File: config.mk
export PLATFORM = sky130hd
export DESIGN_NAME = mframe_seq
export DESIGN_NICKNAME = d
export VERILOG_FILES = /design/src/rtl/mfs_pkg.sv /design/src/rtl/mfs_baud_ctr.sv /design/src/rtl/mfs_frame_ctr.sv /design/src/rtl/mfs_capture.sv /design/src/rtl/mframe_seq.sv
export SDC_FILE = /design/constraint.sdc
export NUM_CORES = 1
export LEC_CHECK = 0
export BUFFER_PORTS_ARGS = -buffer_cell sky130_fd_sc_hd__buf_2
export CAP_MARGIN = 20
export CORE_UTILIZATION = 45
export DETAILED_ROUTE_END_ITERATION = 6
export GPL_TIMING_DRIVEN = 0
export PLACE_DENSITY = 0.76
export SYNTH_ARGS = -nofsm -noshare
export SYNTH_HDL_FRONTEND = slang
export SYNTH_SLANG_ARGS = --single-unit
File: constraint.sdc
create_clock -name clk -period 3.2 [get_ports clk]
set_input_delay 0.16 -clock clk [delete_from_list [all_inputs] [get_ports clk]]
set_output_delay 0.16 -clock clk [all_outputs]
set_load 0.05 [all_outputs]
File: src/rtl/mfs_pkg.sv
// Shared types for the multiframe sequencer.
// Assumes: role is a single bit at the top-level port and cast here.
package mfs_pkg;
    typedef enum logic {
        ROLE_TE = 1'b0,
        ROLE_NT = 1'b1
    } role_e;

    // Returns 1 when a received nibble differs from the stored one.
    function automatic logic nib_changed(input logic [3:0] now_v, input logic [3:0] held_v);
        return now_v != held_v;
    endfunction
endpackage

File: src/rtl/mfs_baud_ctr.sv
// Baud position counter inside one frame (1..BAUDS, 0 = not started).
// Assumes: baud_stb is a one-cycle strobe and frame_stb is only
// meaningful in the same cycle as baud_stb.
module mfs_baud_ctr #(
    parameter int BAUDS  = 48,
    localparam int BAUD_W = $clog2(BAUDS + 1)
) (
    input  logic              clk,
    input  logic              rst_n,
    input  logic              run,
    input  logic              baud_stb,
    input  logic              frame_stb,
    output logic [BAUD_W-1:0] pos,
    output logic              frame_go
);
    localparam logic [BAUD_W-1:0] LAST = BAUD_W'(BAUDS);
    localparam logic [BAUD_W-1:0] ONE  = BAUD_W'(1);

    // A frame begins on an explicit start or on wrap from the last / idle slot.
    assign frame_go = run && baud_stb && (frame_stb || pos == LAST || pos == '0);

    // Advance the baud position on each strobe, hold at zero when stopped.
    always_ff @(posedge clk) begin
        if (!rst_n || !run) begin
            pos <= '0;
        end else if (baud_stb) begin
            if (frame_go) pos <= ONE;
            else          pos <= pos + ONE;
        end
    end

    AST_BAUD_RANGE: assert property (@(posedge clk) disable iff (!rst_n)
        pos <= LAST);
    AST_BAUD_RESTART: assert property (@(posedge clk) disable iff (!rst_n)
        (run && baud_stb && frame_stb) |=> (pos == ONE));
endmodule

File: src/rtl/mfs_frame_ctr.sv
// Frame position counter inside one multiframe (1..FRAMES, 0 = not started).
// Assumes: frame_go is a one-cycle pulse from the baud counter and mf_sync
// is only meaningful with it.
module mfs_frame_ctr #(
    parameter int FRAMES  = 20,
    localparam int FRAME_W = $clog2(FRAMES + 1)
) (
    input  logic               clk,
    input  logic               rst_n,
    input  logic               run,
    input  logic               frame_go,
    input  logic               mf_sync,
    output logic [FRAME_W-1:0] pos
);
    localparam logic [FRAME_W-1:0] LAST = FRAME_W'(FRAMES);
    localparam logic [FRAME_W-1:0] ONE  = FRAME_W'(1);

    // Step the frame position at each frame start; resync or wrap to one.
    always_ff @(posedge clk) begin
        if (!rst_n || !run) begin
            pos <= '0;
        end else if (frame_go) begin
            if (mf_sync || pos == LAST) pos <= ONE;
            else                        pos <= pos + ONE;
        end
    end

    AST_FRAME_RANGE: assert property (@(posedge clk) disable iff (!rst_n)
        pos <= LAST);
    AST_FRAME_SYNC: assert property (@(posedge clk) disable iff (!rst_n)
        (run && frame_go && mf_sync) |=> (pos == ONE));
    AST_FRAME_STILL: assert property (@(posedge clk) disable iff (!rst_n)
        (run && !frame_go) |=> $stable(pos));
endmodule

File: src/rtl/mfs_capture.sv
// Boundary capture: stores outgoing subchannel bits (network side only),
// the received nibble (both roles), and produces the event pulse.
// Assumes: cap_tick is a one-cycle pulse once per multiframe.
module mfs_capture
    import mfs_pkg::*;
#(
    parameter int NIB_W   = 4,
    parameter int BYTE_W  = 8,
    parameter int N_BYTES = 2,
    localparam int TX_W   = NIB_W + N_BYTES * BYTE_W
) (
    input  logic                      clk,
    input  logic                      rst_n,
    input  logic                      cap_tick,
    input  logic                      evt_enable,
    input  logic                      filter_mode,
    input  role_e                     role,
    input  logic [NIB_W-1:0]          tx_nib,
    input  logic [N_BYTES*BYTE_W-1:0] tx_bytes,
    input  logic [NIB_W-1:0]          rx_nib,
    output logic [TX_W-1:0]           tx_hold,
    output logic [NIB_W-1:0]          rx_hold,
    output logic                      mf_event
);
    logic tx_load;
    logic fresh;

    assign tx_load = cap_tick && (role == ROLE_NT);
    assign fresh   = nib_changed(rx_nib, rx_hold);

    // Nibble slice of the outgoing hold register.
    always_ff @(posedge clk) begin
        if (!rst_n)       tx_hold[TX_W-1 -: NIB_W] <= '0;
        else if (tx_load) tx_hold[TX_W-1 -: NIB_W] <= tx_nib;
    end

    // One byte slice of the outgoing hold register per generated lane.
    for (genvar g = 0; g < N_BYTES; g++) begin : g_byte
        always_ff @(posedge clk) begin
            if (!rst_n)       tx_hold[g*BYTE_W +: BYTE_W] <= '0;
            else if (tx_load) tx_hold[g*BYTE_W +: BYTE_W] <= tx_bytes[g*BYTE_W +: BYTE_W];
        end
    end

    // Received nibble is stored at every boundary regardless of role.
    always_ff @(posedge clk) begin
        if (!rst_n)        rx_hold <= '0;
        else if (cap_tick) rx_hold <= rx_nib;
    end

    // Event pulse: boundary, enabled, and (filter off or content new).
    always_ff @(posedge clk) begin
        if (!rst_n) mf_event <= 1'b0;
        else        mf_event <= cap_tick && evt_enable && (!filter_mode || fresh);
    end

    AST_TX_KEEP: assert property (@(posedge clk) disable iff (!rst_n)
        !tx_load |=> $stable(tx_hold));
    AST_RX_KEEP: assert property (@(posedge clk) disable iff (!rst_n)
        !cap_tick |=> $stable(rx_hold));
    AST_RX_TAKE: assert property (@(posedge clk) disable iff (!rst_n)
        cap_tick |=> (rx_hold == $past(rx_nib)));
    AST_FILTER_QUIET: assert property (@(posedge clk) disable iff (!rst_n)
        (cap_tick && filter_mode && (rx_nib == rx_hold)) |=> !mf_event);
    AST_EVT_GATE: assert property (@(posedge clk) disable iff (!rst_n)
        !evt_enable |=> !mf_event);
endmodule

File: src/rtl/mframe_seq.sv
// Multiframe sequencer top: baud and frame counters plus boundary capture.
// Assumes: one baud strobe is never followed by another in the next cycle
// only if the line is slower than the clock; back-to-back strobes are legal.
module mframe_seq #(
    parameter int BAUDS    = 48,
    parameter int FRAMES   = 20,
    parameter int EVT_BAUD = 47,
    parameter int NIB_W    = 4,
    parameter int BYTE_W   = 8,
    parameter int N_BYTES  = 2,
    localparam int BAUD_W  = $clog2(BAUDS + 1),
    localparam int FRAME_W = $clog2(FRAMES + 1),
    localparam int TX_W    = NIB_W + N_BYTES * BYTE_W
) (
    input  logic                      clk,
    input  logic                      rst_n,
    input  logic                      mf_enable,
    input  logic                      evt_enable,
    input  logic                      role_nt,
    input  logic                      filter_mode,
    input  logic                      baud_stb,
    input  logic                      frame_stb,
    input  logic                      mf_sync,
    input  logic [NIB_W-1:0]          tx_nib,
    input  logic [N_BYTES*BYTE_W-1:0] tx_bytes,
    input  logic [NIB_W-1:0]          rx_nib,
    output logic [BAUD_W-1:0]         baud_pos,
    output logic [FRAME_W-1:0]        frame_pos,
    output logic                      mf_event,
    output logic [TX_W-1:0]           tx_hold,
    output logic [NIB_W-1:0]          rx_hold
);
    import mfs_pkg::*;

    localparam logic [BAUD_W-1:0]  PRE_EVT  = BAUD_W'(EVT_BAUD - 1);
    localparam logic [BAUD_W-1:0]  EVT_POS  = BAUD_W'(EVT_BAUD);
    localparam logic [FRAME_W-1:0] LAST_FRM = FRAME_W'(FRAMES);

    logic  frame_go;
    logic  cap_tick;
    role_e role;

    assign role = role_e'(role_nt);

    // Boundary: the strobe that moves the baud position onto EVT_BAUD in the last frame.
    assign cap_tick = mf_enable && baud_stb && !frame_stb
                   && baud_pos == PRE_EVT && frame_pos == LAST_FRM;

    mfs_baud_ctr #(.BAUDS(BAUDS)) u_baud (
        .clk      (clk),
        .rst_n    (rst_n),
        .run      (mf_enable),
        .baud_stb (baud_stb),
        .frame_stb(frame_stb),
        .pos      (baud_pos),
        .frame_go (frame_go)
    );

    mfs_frame_ctr #(.FRAMES(FRAMES)) u_frame (
        .clk     (clk),
        .rst_n   (rst_n),
        .run     (mf_enable),
        .frame_go(frame_go),
        .mf_sync (mf_sync),
        .pos     (frame_pos)
    );

    mfs_capture #(.NIB_W(NIB_W), .BYTE_W(BYTE_W), .N_BYTES(N_BYTES)) u_cap (
        .clk        (clk),
        .rst_n      (rst_n),
        .cap_tick   (cap_tick),
        .evt_enable (evt_enable),
        .filter_mode(filter_mode),
        .role       (role),
        .tx_nib     (tx_nib),
        .tx_bytes   (tx_bytes),
        .rx_nib     (rx_nib),
        .tx_hold    (tx_hold),
        .rx_hold    (rx_hold),
        .mf_event   (mf_event)
    );

    AST_HOLD_OFF: assert property (@(posedge clk) disable iff (!rst_n)
        !mf_enable |=> (baud_pos == '0 && frame_pos == '0));
    AST_EVT_PLACE: assert property (@(posedge clk) disable iff (!rst_n)
        mf_event |-> (baud_pos == EVT_POS && frame_pos == LAST_FRM));
    AST_EVT_SINGLE: assert property (@(posedge clk) disable iff (!rst_n)
        mf_event |=> !mf_event);
endmodule

# Word level (Yosys, flattened, before mapping)
# Index checks and enable logic that the tools add are counted.
# Widths: inputs -> output; s select.
# classes
n_addsub	2
n_eq_ne	4
n_mux	2
n_reduce_logical	18
# op_table
op	count
$eq 6x6->1 const B	2
$logic_and 1x1->1	8
$add 6x1->6 const B	1
$logic_not 6->1	1
$mux 6	1
$add 5x1->5 const B	1
$eq 5x5->1 const B	1
$logic_or 1x1->1	5
$mux 5	1
$logic_not 1->1	4
$ne 4x4->1	1
# totals
reg_bits	36
input_bits	33
out_inout_bits	36

# Logic depth before layout (Yosys ltp)
# Gate-level depths: netlist (run 1).
# depth
ltp_word	6
ltp_mapped	9
depth_no_buf	6

# Modules after synthesis
# From an unflattened synthesis (run 1), not the netlist that was laid out.
# unflattened
cells_unflattened	186
hier_area_um2	1761.7
# by_module_without_submodules
module	instances	cells_each	area_each_um2	seq_area_each_um2
mfs_capture	1	109	1063.5	500.5
mfs_baud_ctr	1	38	359.1	120.1
mfs_frame_ctr	1	34	289.0	100.1
mframe_seq	1	5	50.0	0.0

# Worst setup path before layout (run 1)
# OpenSTA, ideal clock, no wires.
# synth_path
path_type	register to register
startpoint	register u_frame.pos[0]
endpoint	register u_cap.tx_hold[10]
arrival_ps	1836
path_slack_ps	1232
stages_incl_launch_ff	10
n_path_buf	3
path_cell_list	dfxtp_1 inv_1 ha_1 and4b_1 buf_4 and4_1 buf_4 buf_6 nand3_1 a21oi_1
# synth_via
elab_chain_len	3
# synth_lines
element	line	rtl
start: declaration	mfs_frame_ctr.sv:13	output logic [FRAME_W-1:0] pos
start signal: assignment	mfs_frame_ctr.sv:24	else pos <= pos + ONE;
$eq 5x5->1	mframe_seq.sv:47	&& baud_pos == PRE_EVT && frame_pos == LAST_FRM;
$logic_and 1x1->1	mframe_seq.sv:47	
$logic_and 1x1->1	mfs_capture.sv:28	assign tx_load = cap_tick && (role == ROLE_NT);
end signal: indexed assignment	mfs_capture.sv:41	else if (tx_load) tx_hold[g*BYTE_W +: BYTE_W] <= tx_bytes[g*BYTE_W +: BYTE_W];
end: declaration	mfs_capture.sv:21	output logic [TX_W-1:0] tx_hold,
# Every way passes these cells.
# A chain may end at the register's enable or synchronous reset.

# Worst setup path in the final report (run 1)
# Ends and elaborated chain as after synthesis.

==> key figures, run 1 <==
Status
  – Outcome: completed

Layout
  – Fin util: 0.612
  – Design area: 2090 sq um
  – Nets: 310
  – Most common cell after layout, fill and taps aside: sky130_fd_sc_hd__buf_2
  – Fillers: 333
  – Area Growth Syn to Fin: 26.6%
  – Antenna Diode Count: 0
  – Layout cell share with drive strength beyond 1: 0.305
  – Commonest cells after routing, fill and taps aside: 70 x sky130_fd_sc_hd__buf_2, 36 x sky130_fd_sc_hd__dfxtp_1, 28 x sky130_fd_sc_hd__a21oi_1, 23 x sky130_fd_sc_hd__o21ai_0, 23 x sky130_fd_sc_hd__nand3_1

Timing
  – Worst slew slack as a fraction of its limit: 0.628
  – Final hold violations: 0
  – Number of pins with negative max-slew slack in the final report: 0
  – Tcrit/Tclk final: 0.587
  – Worst Skew: 5.59 ps
  – Minimum period implied by the final worst setup slack: 1880 ps
  – Setup repair after global routing missed its margin: no
  – Setup total negative slack: 0 ps
  – Highest clock frequency the design can meet: 532 MHz
  – Transition time of the tightest slew-check pin: 552 ps
  – Number of setup violations in the final report: 0

Power
  – Worst IR Drop VDD: 0.235 mV
  – Leakage power: 0.921 nW
  – Pwr per Cell Area: 354 nW/um^2

CTS
  – Clock-pin transition on the worst setup and hold timing paths: 110 ps
  – Number of CTS-inserted buffers: 5
  – Clock H-tree levels: 2
  – Cell at the root of the clock tree: sky130_fd_sc_hd__clkbuf_4
  – Number of hold-repair buffers added at the cts stage: 0
  – Sinks on Clock Net: 36
  – Largest buffer count on any clock path: 2
  – TritonCTS clock tree: yes
  – Post-CTS Setup Inserts: 0
  – Clk_lat worst skew: 330 ps
  – Total of cells resized after clock tree synthesis: 0

Setup path
  – CP Class: flip-flop to flip-flop
  – CP Max Fanout: 10
  – Worst EP required: 3460 ps
  – Worst path arrival time: 2140 ps
  – Element type at the critical path end: flip-flop
  – Endpoint of the most critical setup path: u_cap.tx_hold[10]
  – R2r startpoint: u_frame.pos[0]
  – Timing startpoint of the critical path: u_frame.pos[0]
  – R2R Setup Slk: 1320 ps
  – Worst R2R Path Depth: 8
  – Type of origin of the critical path: flip-flop
  – Endpoint of the worst-slack reg-to-reg timing path: u_cap.tx_hold[10]

Route
  – Top routing layer in use: met4
  – Number of design-rule violations left by the first detailed-router iteration: 131
  – Remaining antenna violation count: 0
  – Met1 routed wirelength after detailed routing: 1.87 mm
  – DRC Markers: 0
  – Vias after detailed routing: 1673
  – Wire length reported by the detailed router: 3.98 mm
  – Avg WL per Cell: 12.5 um
  – Total iterations of the first detailed-routing run: 4
  – Met2 WL: 1.87 mm
  – Detail-routed via count per cell: 5.26
  – Routed length on met3: 202 um

Worst hold path
  – Worst hold path cell count: 3
  – Hold Crit Class: input pin to flip-flop

Synthesis
  – Syn Inst Count: 198
  – Number of different library cells in the post-synthesis netlist: 29
  – Post-synthesis cell area: 1650 sq um
  – Portion of the post-synthesis area used by sequential elements: 0.436
  – Total of warnings raised by yosys: 0
  – Yosys reg bits: 36
  – Total nets after synthesis: 236
  – Avg Cell Area, Syn: 8.34 sq um

Job
  – Maxcap violations: 0

Placed design
  – Detailed-placement wirelength estimate: 2.92 mm
  – Placed instance area: 2040 sq um
  – Port Buf Inserts: 67
  – Weighted congestion reported at the end of routability-driven placement: 0.791

Floorplan
  – I/O pin total: 69
  – Area of the placeable core: 3420 sq um
  – Die footprint: 3920 sq um
  – Row cnt: 21
  – Starting density of the core: 0.484
  – Die height: 62.6 um
  – Die extent in x: 62.6 um

GRT
  – Vias in the first global route: 1528
  – GRT Residual Overflow: 0
  – GRT Overall Usage: 0.211
  – Global-route wire length before repair: 6.69 mm
  – Maximum number of pins on one net before global-route repair: 11
  – Number of antenna violations at the first check in global routing: 0
logic make-up after synthesis:
kind of cell | Yosys count | synth area share
flops | 36 | 0.436
xor+xnor | 9 | 0.0477
fa+ha+maj | 5 | 0.0379
compound gates | 59 | 0.189
buf+inv | 20 | 0.0659
simple gates | 69 | 0.223
power breakdown:
group	internal, mW	switching [mW]
logic	0.0251	0.0381
registers	0.449	0.00181
clock network	0.0811	0.145
synthesized netlist by cell type:
cell type,n,area (sq um)
sky130_fd_sc_hd__a21oi_1,28,140
sky130_fd_sc_hd__and4b_1,1,10.0
sky130_fd_sc_hd__nor2_1,10,37.5
sky130_fd_sc_hd__o22ai_1,1,6.26
sky130_fd_sc_hd__ha_1,5,62.6
sky130_fd_sc_hd__and4_1,1,8.76
sky130_fd_sc_hd__xnor2_1,3,26.3
sky130_fd_sc_hd__buf_6,2,22.5
sky130_fd_sc_hd__o211a_1,1,10.0
sky130_fd_sc_hd__and3_1,2,12.5
sky130_fd_sc_hd__o21ai_0,23,115
sky130_fd_sc_hd__nand2_1,15,56.3
sky130_fd_sc_hd__or4_1,1,7.51
sky130_fd_sc_hd__nand4b_1,5,43.8
sky130_fd_sc_hd__and4bb_2,1,12.5
sky130_fd_sc_hd__buf_4,4,30.0
sky130_fd_sc_hd__buf_2,3,15.0
sky130_fd_sc_hd__clkbuf_1,5,18.8
sky130_fd_sc_hd__nor3b_1,3,22.5
sky130_fd_sc_hd__nand3_1,23,115
sky130_fd_sc_hd__inv_1,6,22.5
sky130_fd_sc_hd__dfxtp_1,36,721
sky130_fd_sc_hd__nor3_1,2,10.0
sky130_fd_sc_hd__nand4_1,2,12.5
sky130_fd_sc_hd__nand2b_1,1,6.26
sky130_fd_sc_hd__a31oi_1,3,18.8
sky130_fd_sc_hd__and2_1,2,12.5
sky130_fd_sc_hd__xor2_1,6,52.6
sky130_fd_sc_hd__o31ai_1,3,22.5
stage by stage:
| stage | cells | setup slack (ps) | hold WS (ps) | power [mW] |
|---|---|---|---|---|
| final | 318 | 1320 | 78.4 | 0.740 |
| after global routing | 318 | 1120 | 70.7 | 0.772 |
| after CTS | 318 | 1310 | 65.8 | 0.742 |
| after detailed placement | 311 | 1320 | 427 | 0.524 |
| after global placement | 311 | 1340 | 419 | 0.524 |
| after floorplan | 198 | 1230 | 300 | 0.492 |
final cells by class:
class / instances / area [sq um] / area share
clock buffers: 6 / 41.3 / 0.0197
multi-input cells: 142 / 822 / 0.393
inverters: 6 / 22.5 / 0.0108
plain buffers: 14 / 86.3 / 0.0413
well taps: 46 / 57.6 / 0.0275
clock inverters: 1 / 5.00 / 0.00239
flip-flops and latches: 36 / 721 / 0.345
repair buffers: 67 / 335 / 0.160
registers in the layout, indices dropped and copies added, names as in the netlist:
register        count
u_frame.pos         5
u_baud.pos          6
u_cap.tx_hold      20
u_cap.mf_event      1
u_cap.rx_hold       4
worst min-delay path by stage:
stage                startpoint                 to  slack [ps]
floorplan             rx_nib[0]   u_cap.rx_hold[0]         300
global placement      tx_nib[2]  u_cap.tx_hold[18]         420
detailed placement  tx_bytes[1]   u_cap.tx_hold[1]         430
CTS                 tx_bytes[6]   u_cap.tx_hold[6]          70
global route        tx_bytes[6]   u_cap.tx_hold[6]          70
finish              tx_bytes[9]   u_cap.tx_hold[9]          80
worst max-delay path, stage by stage (launching register included):
cell and delay, ps:
sky130_fd_sc_hd__dfxtp_1 440, sky130_fd_sc_hd__inv_1 70, sky130_fd_sc_hd__ha_1 190, sky130_fd_sc_hd__and4b_1 160, sky130_fd_sc_hd__buf_4 150, sky130_fd_sc_hd__nand4_1 200
sky130_fd_sc_hd__clkbuf_1 310, sky130_fd_sc_hd__o21ai_0 120, sky130_fd_sc_hd__a21oi_1 150
per-layer routing:
layer | global-route usage | up-vias
met4 | 0.0814 | 0
met3 | 0.0493 | 5
met2 | 0.349 | 45
li1 | - | 849
met5 | 0 | -
met1 | 0.262 | 774
Power figures use the tool's default switching activity.
==> run 2, diff against run 1 <==
Clock period 3.2 ns to 1.9 ns, I/O delays scaled along.
==> run 2 against run 1 <==
Net effect: sequential share of layout area is 2.9 points lower; core utilization up 5.9 points; register-to-register slack got worse by 1100 ps; sequential cell count is the same; setup slack got worse by 1100 ps; die area stayed put; non-clock buffer count rose by 20; via count increased by 5.4%; cell count is 6.3% higher.
==> key figures, run 2 (synthesized netlist as in run 1, its figures left out) <==
Status
  – Outcome: completed

Floorplan
  – Row cnt: 21 (unchanged)
  – Area of the placeable core: 3420 sq um (unchanged)
  – Die footprint: 3920 sq um (unchanged)
  – Die height: 62.6 um (unchanged)
  – Die extent in x: 62.6 um (unchanged)
  – I/O pin total: 69 (unchanged)
  – Starting density of the core: 0.484 (unchanged)

Timing
  – Number of pins with negative max-slew slack in the final report: 0 (unchanged)
  – Number of setup violations in the final report: 0 (unchanged)
  – Worst Skew: 9.67 ps (+4.08 ps)
  – Transition time of the tightest slew-check pin: 491 ps (-61.5 ps)
  – Setup total negative slack: 0 ps (unchanged)
  – Setup repair after global routing missed its margin: no
  – Worst slew slack as a fraction of its limit: 0.673 (+0.0449)
  – Final hold violations: 0 (unchanged)
  – Worst Setup Slack, final: 188 ps (-1130 ps)
  – Highest clock frequency the design can meet: 584 MHz (+9.8%)
  – Minimum period implied by the final worst setup slack: 1710 ps (-167 ps)
  – Tcrit/Tclk final: 0.901 (+0.314)

Layout
  – Layout cell share with drive strength beyond 1: 0.298 (-0.00720)
  – Flip-flop count of the largest register after layout: 20 (unchanged)
  – Register containing the most flip-flops in the final layout: u_cap.tx_hold
  – Most common cell after layout, fill and taps aside: sky130_fd_sc_hd__buf_2
  – Nets: 330 (+6.5%)
  – Largest registers ranked by flip-flop count: u_cap.tx_hold x20, u_baud.pos x6, u_frame.pos x5
  – Fillers: 303 (-9.0%)
  – Area Growth Syn to Fin: 38.8%
  – Antenna Diode Count: 0 (unchanged)
  – Commonest cells after routing, fill and taps aside: 71 x sky130_fd_sc_hd__buf_2, 34 x sky130_fd_sc_hd__dfxtp_1, 28 x sky130_fd_sc_hd__a21oi_1, 23 x sky130_fd_sc_hd__o21ai_0, 23 x sky130_fd_sc_hd__nand3_1

Power
  – Worst IR Drop VDD: 0.461 mV (+96%)
  – Net switching power: 0.315 mW (+70%)
  – Total power after layout: 1.28 mW (+72%)
  – Leakage power: 1.01 nW (+9.3%)
  – Power share of the combinational group: 0.108 (+0.023)
  – Cell Int Power: 0.960 mW (+73%)
  – Seq pwr share: 0.596 (-0.013)
  – Pwr per Cell Area: 556 nW/um^2 (+57%)
  – Power share of the clock group: 0.296 (-0.010)
  – Sw frac: 0.247 (-0.00319)

Worst hold path
  – Startpoint of the tightest hold check path: tx_bytes[11]
  – Hold Crit Class: input pin to flip-flop

CTS
  – Largest buffer count on any clock path: 2 (unchanged)
  – Cell at the root of the clock tree: sky130_fd_sc_hd__clkbuf_4
  – Clk_lat worst skew: 340 ps (about the same)
  – Number of CTS-inserted buffers: 5 (unchanged)
  – Sinks on Clock Net: 36 (unchanged)
  – Clock-pin transition on the worst setup and hold timing paths: 100 ps (about the same)
  – Clock H-tree levels: 2 (unchanged)
  – TritonCTS clock tree: yes

Setup path
  – Worst EP required: 2110 ps (-1350 ps)
  – R2r startpoint: u_frame.pos[0]
  – Crit path max-delay cell type: sky130_fd_sc_hd__dfxtp_2
  – R2R Setup Slk: 190 ps (-1130 ps)
  – Element type at the critical path end: flip-flop
  – Type of origin of the critical path: flip-flop
  – Cell-by-cell listing of the critical path: inv_1 > ha_1 > and4b_1 > buf_4 > and4_1 > buf_4 > buf_6 > nand3_1 > a21oi_1
  – Kind of cell with the highest combined delay on the critical path: buffers and inverters
  – Number of buffers and inverters on the critical path: 4 (+1)
  – Worst path arrival time: 1920 ps (-220 ps)
  – CP Max Fanout: 10 (unchanged)
  – Timing startpoint of the critical path: u_frame.pos[0]
  – CP Class: flip-flop to flip-flop
  – Most frequent cell on the critical path: sky130_fd_sc_hd__buf_4
  – Crit path largest cell delay: 390 ps (-50 ps)

Route
  – Vias after detailed routing: 1764 (+5.4%)
  – Avg WL per Cell: 12.8 um (+2.0%)
  – Number of design-rule violations left by the first detailed-router iteration: 93 (-29%)
  – DRC Markers: 0 (unchanged)
  – Detail-routed via count per cell: 5.22 (-0.80%)
  – Total iterations of the first detailed-routing run: 4 (unchanged)
  – Remaining antenna violation count: 0 (unchanged)
  – Wire length reported by the detailed router: 4.31 mm (+8.4%)

GRT
  – Global-route wire length before repair: 7.07 mm (+5.8%)
  – GRT Residual Overflow: 0 (unchanged)
  – GRT Overall Usage: 0.229 (+0.0188)
  – Number of antenna violations at the first check in global routing: 0 (unchanged)
  – Maximum number of pins on one net before global-route repair: 11 (unchanged)
  – Vias in the first global route: 1590 (+4.1%)

Placed design
  – Weighted congestion reported at the end of routability-driven placement: 0.829 (+4.7%)
  – Post-Place Worst Slack: 79.4 ps (-1240 ps)
  – Detailed-placement wirelength estimate: 2.91 mm (-0.59%)
  – Port Buf Inserts: 67 (unchanged)

Job
  – Maxcap violations: 0 (unchanged)
[run 2: cell type report]
class	instances	area (sq um)	area share
Buffer	14	87.6	0.0382
Tap cell	46	57.6	0.0251
Clock inverter	1	5.00	0.00218
Timing Repair Buffer	87	533	0.233
Sequential cell	36	723	0.316
Multi-Input combinational cell	142	822	0.359
Inverter	6	22.5	0.00983
Clock buffer	6	41.3	0.0180
[run 2: power by group through the flow]
stage	combinational [mW]	clock, mW	sequential [mW]
floorplan	0.0455	0	0.784
global placement	0.105	0	0.777
detailed placement	0.105	0	0.777
CTS	0.135	0.388	0.760
global route	0.150	0.428	0.761
finish	0.138	0.378	0.760
[run 2: routing by layer]
layer	GRT usage	routed length (um)	up-vias
met5	0	0	-
met4	0.116	72	0
met3	0.0620	264	6
met2	0.360	2100	70
met1	0.287	1880	796
li1	-	-	892
[run 2: timing repair]
| action | 4_1_cts | 5_1_grt |
|---|---|---|
| endpoints found under the hold margin | 19 | 0 |
| buffers inserted | 0 | 1 |
| hold buffers | 19 | 0 |
| endpoints found under the setup margin | 0 | 12 |
| gates resized for setup | 0 | 3 |
[run 2: path summary, 6_finish.rpt]
path | depth (start not counted) | endpoint
max | 9 | u_cap.tx_hold[4]
min | 3 | u_cap.tx_hold[11]
min reg2reg | 2 | u_cap.tx_hold[2]
max reg2reg | 9 | u_cap.tx_hold[4]
[run 2: worst min-delay path: cells and delay by family]
kind            cells  cell delay (ps)
compound gates      1               60
simple gates        1               60
buf+inv             1               90
[run 2: per-stage QoR]
| stage | cell area, sq um | cells | hold slack [ps] | utilization |
|---|---|---|---|---|
| detailed placement | 2050 | 311 | 357 | 0.599 |
| CTS | 2280 | 337 | 0.499 | 0.668 |
| floorplan | 1650 | 198 | 235 | - |
| global route | 2290 | 338 | 1.62 | 0.671 |
| global placement | 2050 | 311 | 354 | 0.599 |
| finish | 2290 | 338 | 8.13 | 0.671 |
==> run 3, diff against run 2 <==
Settings changed: CELL_PAD_IN_SITES_DETAIL_PLACEMENT set to 0, CELL_PAD_IN_SITES_GLOBAL_PLACEMENT set to 1, CORE_UTILIZATION 45 to 33, PLACE_DENSITY 0.76 to not set, PLACE_DENSITY_LB_ADDON set to 0.1.
==> run 3 against run 2 <==
Net effect: design area decreased by 5.1%; die area up 35%; critical path type unchanged; largest power group unchanged; total power is 12% higher; sequential power hardly changed.
==> key figures, run 3 (synthesized netlist as in run 1, its figures left out) <==
Status
  – Outcome: completed

CTS
  – Number of CTS-inserted buffers: 5 (unchanged)
  – Clock-pin transition on the worst setup and hold timing paths: 70 ps (-30 ps)
  – Largest buffer count on any clock path: 2 (unchanged)
  – Cell at the root of the clock tree: sky130_fd_sc_hd__clkbuf_8
  – TritonCTS clock tree: yes
  – Clock H-tree levels: 2 (unchanged)
  – Clk_lat worst skew: 280 ps (-60 ps)
  – Number of hold-repair buffers added at the cts stage: 0 (-19)
  – Sinks on Clock Net: 36 (unchanged)

Worst hold path
  – Hold Crit Endpoint: u_cap.tx_hold[2]
  – Worst hold path cell count: 3 (unchanged)
  – Startpoint of the tightest hold check path: tx_bytes[2]
  – Hold Crit Class: input pin to flip-flop

Timing
  – Transition time of the tightest slew-check pin: 516 ps (+25.3 ps)
  – Final hold violations: 0 (unchanged)
  – Minimum period implied by the final worst setup slack: 1700 ps (-7.78 ps)
  – Highest clock frequency the design can meet: 587 MHz (+0.46%)
  – Worst Skew: 4.20 ps (-5.47 ps)
  – Worst slew slack as a fraction of its limit: 0.652 (-0.0205)
  – Setup total negative slack: 0 ps (unchanged)
  – Tcrit/Tclk final: 0.897 (-0.00409)
  – Number of pins with negative max-slew slack in the final report: 0 (unchanged)
  – Number of setup violations in the final report: 0 (unchanged)
  – Setup repair after global routing missed its margin: no

GRT
  – GRT Overall Usage: 0.168 (-0.0614)
  – GRT Residual Overflow: 0 (unchanged)
  – Global-route wire length before repair: 6.94 mm (-1.9%)
  – Maximum number of pins on one net before global-route repair: 12 (+1)
  – Vias in the first global route: 1493 (-6.1%)
  – Number of antenna violations at the first check in global routing: 0 (unchanged)

Placed design
  – Weighted congestion reported at the end of routability-driven placement: 0.823 (-0.69%)
  – Detailed-placement wirelength estimate: 3.08 mm (+6.0%)
  – Placed instance area: 2070 sq um (+1.3%)
  – Count of placed standard cells including taps: 332 (+6.8%)
  – Port Buf Inserts: 67 (unchanged)

Layout
  – Nets: 311 (-5.8%)
  – Commonest cells after routing, fill and taps aside: 70 x sky130_fd_sc_hd__buf_2, 34 x sky130_fd_sc_hd__dfxtp_1, 28 x sky130_fd_sc_hd__a21oi_1, 23 x sky130_fd_sc_hd__o21ai_0, 23 x sky130_fd_sc_hd__nand3_1
  – Area Growth Syn to Fin: 31.7%
  – Register containing the most flip-flops in the final layout: u_cap.tx_hold
  – Antenna Diode Count: 0 (unchanged)
  – Largest registers ranked by flip-flop count: u_cap.tx_hold x20, u_baud.pos x6, u_frame.pos x5
  – Flip-flop count of the largest register after layout: 20 (unchanged)
  – Filler-free cell count of the finished design: 341 (+0.89%)
  – Design area: 2170 sq um (-5.1%)
  – Layout cell share with drive strength beyond 1: 0.325 (+0.0269)
  – Most common cell after layout, fill and taps aside: sky130_fd_sc_hd__buf_2

Setup path
  – Kind of cell with the highest combined delay on the critical path: buffers and inverters
  – Crit path max-delay cell type: sky130_fd_sc_hd__dfxtp_2
  – Type of origin of the critical path: flip-flop
  – Element type at the critical path end: flip-flop
  – R2R Setup Slk: 200 ps (about the same)
  – Worst path arrival time: 1860 ps (-60 ps)
  – CP Max Fanout: 10 (unchanged)
  – Worst EP required: 2050 ps (-60 ps)
  – Timing startpoint of the critical path: u_frame.pos[0]
  – Cell-by-cell listing of the critical path: inv_1 > ha_1 > and4b_1 > buf_4 > and4_1 > buf_4 > buf_6 > nand3_1 > a21oi_1
  – Most frequent cell on the critical path: sky130_fd_sc_hd__buf_4
  – Worst R2R Path Depth: 9 (unchanged)
  – Crit path largest cell delay: 380 ps (about the same)
  – Endpoint of the worst-slack reg-to-reg timing path: u_cap.tx_hold[4]
  – R2r startpoint: u_frame.pos[0]
  – Number of buffers and inverters on the critical path: 4 (unchanged)
  – CP Class: flip-flop to flip-flop

Route
  – Detail-routed via count per cell: 4.91 (-5.9%)
  – Remaining antenna violation count: 0 (unchanged)
  – Vias after detailed routing: 1674 (-5.1%)
  – Wire length reported by the detailed router: 4.27 mm (-1.1%)
  – DRC Markers: 0 (unchanged)
  – Total iterations of the first detailed-routing run: 4 (unchanged)
  – Number of design-rule violations left by the first detailed-router iteration: 109 (+17%)
  – Avg WL per Cell: 12.5 um (-2.0%)

Floorplan
  – Die footprint: 5290 sq um (+35%)
  – Row cnt: 25 (+19%)
  – Starting density of the core: 0.347 (-0.136)
  – Die extent in x: 72.7 um (+16%)
  – Area of the placeable core: 4750 sq um (+39%)
  – Die height: 72.7 um (+16%)
  – I/O pin total: 69 (unchanged)

Job
  – Maxcap violations: 0 (unchanged)

Power
  – Worst IR Drop VDD: 0.357 mV (-23%)
  – Pwr per Cell Area: 655 nW/um^2 (+18%)
  – Total power after layout: 1.43 mW (+12%)
  – Leakage power: 0.951 nW (-5.5%)
[run 3: layout make-up]
type                    count  area (sq um)
multi-input cells         142           822
fillers                   505          2580
well taps                  67          83.8
repair buffers             68           343
inverters                   6          22.5
clock buffers               6          82.6
clock inverters             2          10.0
flip-flops and latches     36           723
plain buffers              14          87.6
[run 3: tightest hold or removal path, stage by stage]
cell and delay (ps):
sky130_fd_sc_hd__buf_2 90, sky130_fd_sc_hd__nand3_1 50, sky130_fd_sc_hd__a21oi_1 50
[run 3: worst max path at each step]
stage | endpoint | slack (ps) | cells after the start
6_report | u_cap.tx_hold[4] | 200 | 9
5_1_grt | u_cap.tx_hold[15] | 70 | 9
4_1_cts | u_cap.tx_hold[10] | 30 | 8
3_5_place_dp | u_cap.tx_hold[10] | 60 | 8
3_3_place_gp | u_cap.tx_hold[10] | 50 | 8
2_1_floorplan | u_cap.tx_hold[10] | 130 | 9
[run 3: where the power goes]
group,leakage (nW),internal [mW],switching [mW]
registers,0.291,0.756,0.00319
clock network,0.0510,0.289,0.270
logic,0.609,0.0424,0.0643
[run 3: per-layer routing]
metal / GRT usage / up-vias / share of wire
li1: - / 848 / -
met4: 0.0458 / 0 / 0.012
met1: 0.216 / 772 / 0.46
met5: 0 / - / 0
met3: 0.0552 / 5 / 0.065
met2: 0.270 / 49 / 0.46
[run 3: what timing repair did]
item / 4_1_cts / 5_1_grt
setup buffers: 0 / 1
setup endpoints to repair: 0 / 11
gates resized for setup: 0 / 2
[run 3: stage by stage]
| step | worst slack (ps) | util | hold slack, ps |
|---|---|---|---|
| 2_1_floorplan | 131 | - | 235 |
| 3_3_place_gp | 50.7 | 0.436 | 357 |
| 3_5_place_dp | 56.7 | 0.436 | 356 |
| 4_1_cts | 32.6 | 0.456 | 45.6 |
| 5_1_grt | 68.9 | 0.457 | 54.6 |
| 6_report | 196 | 0.457 | 60.7 |
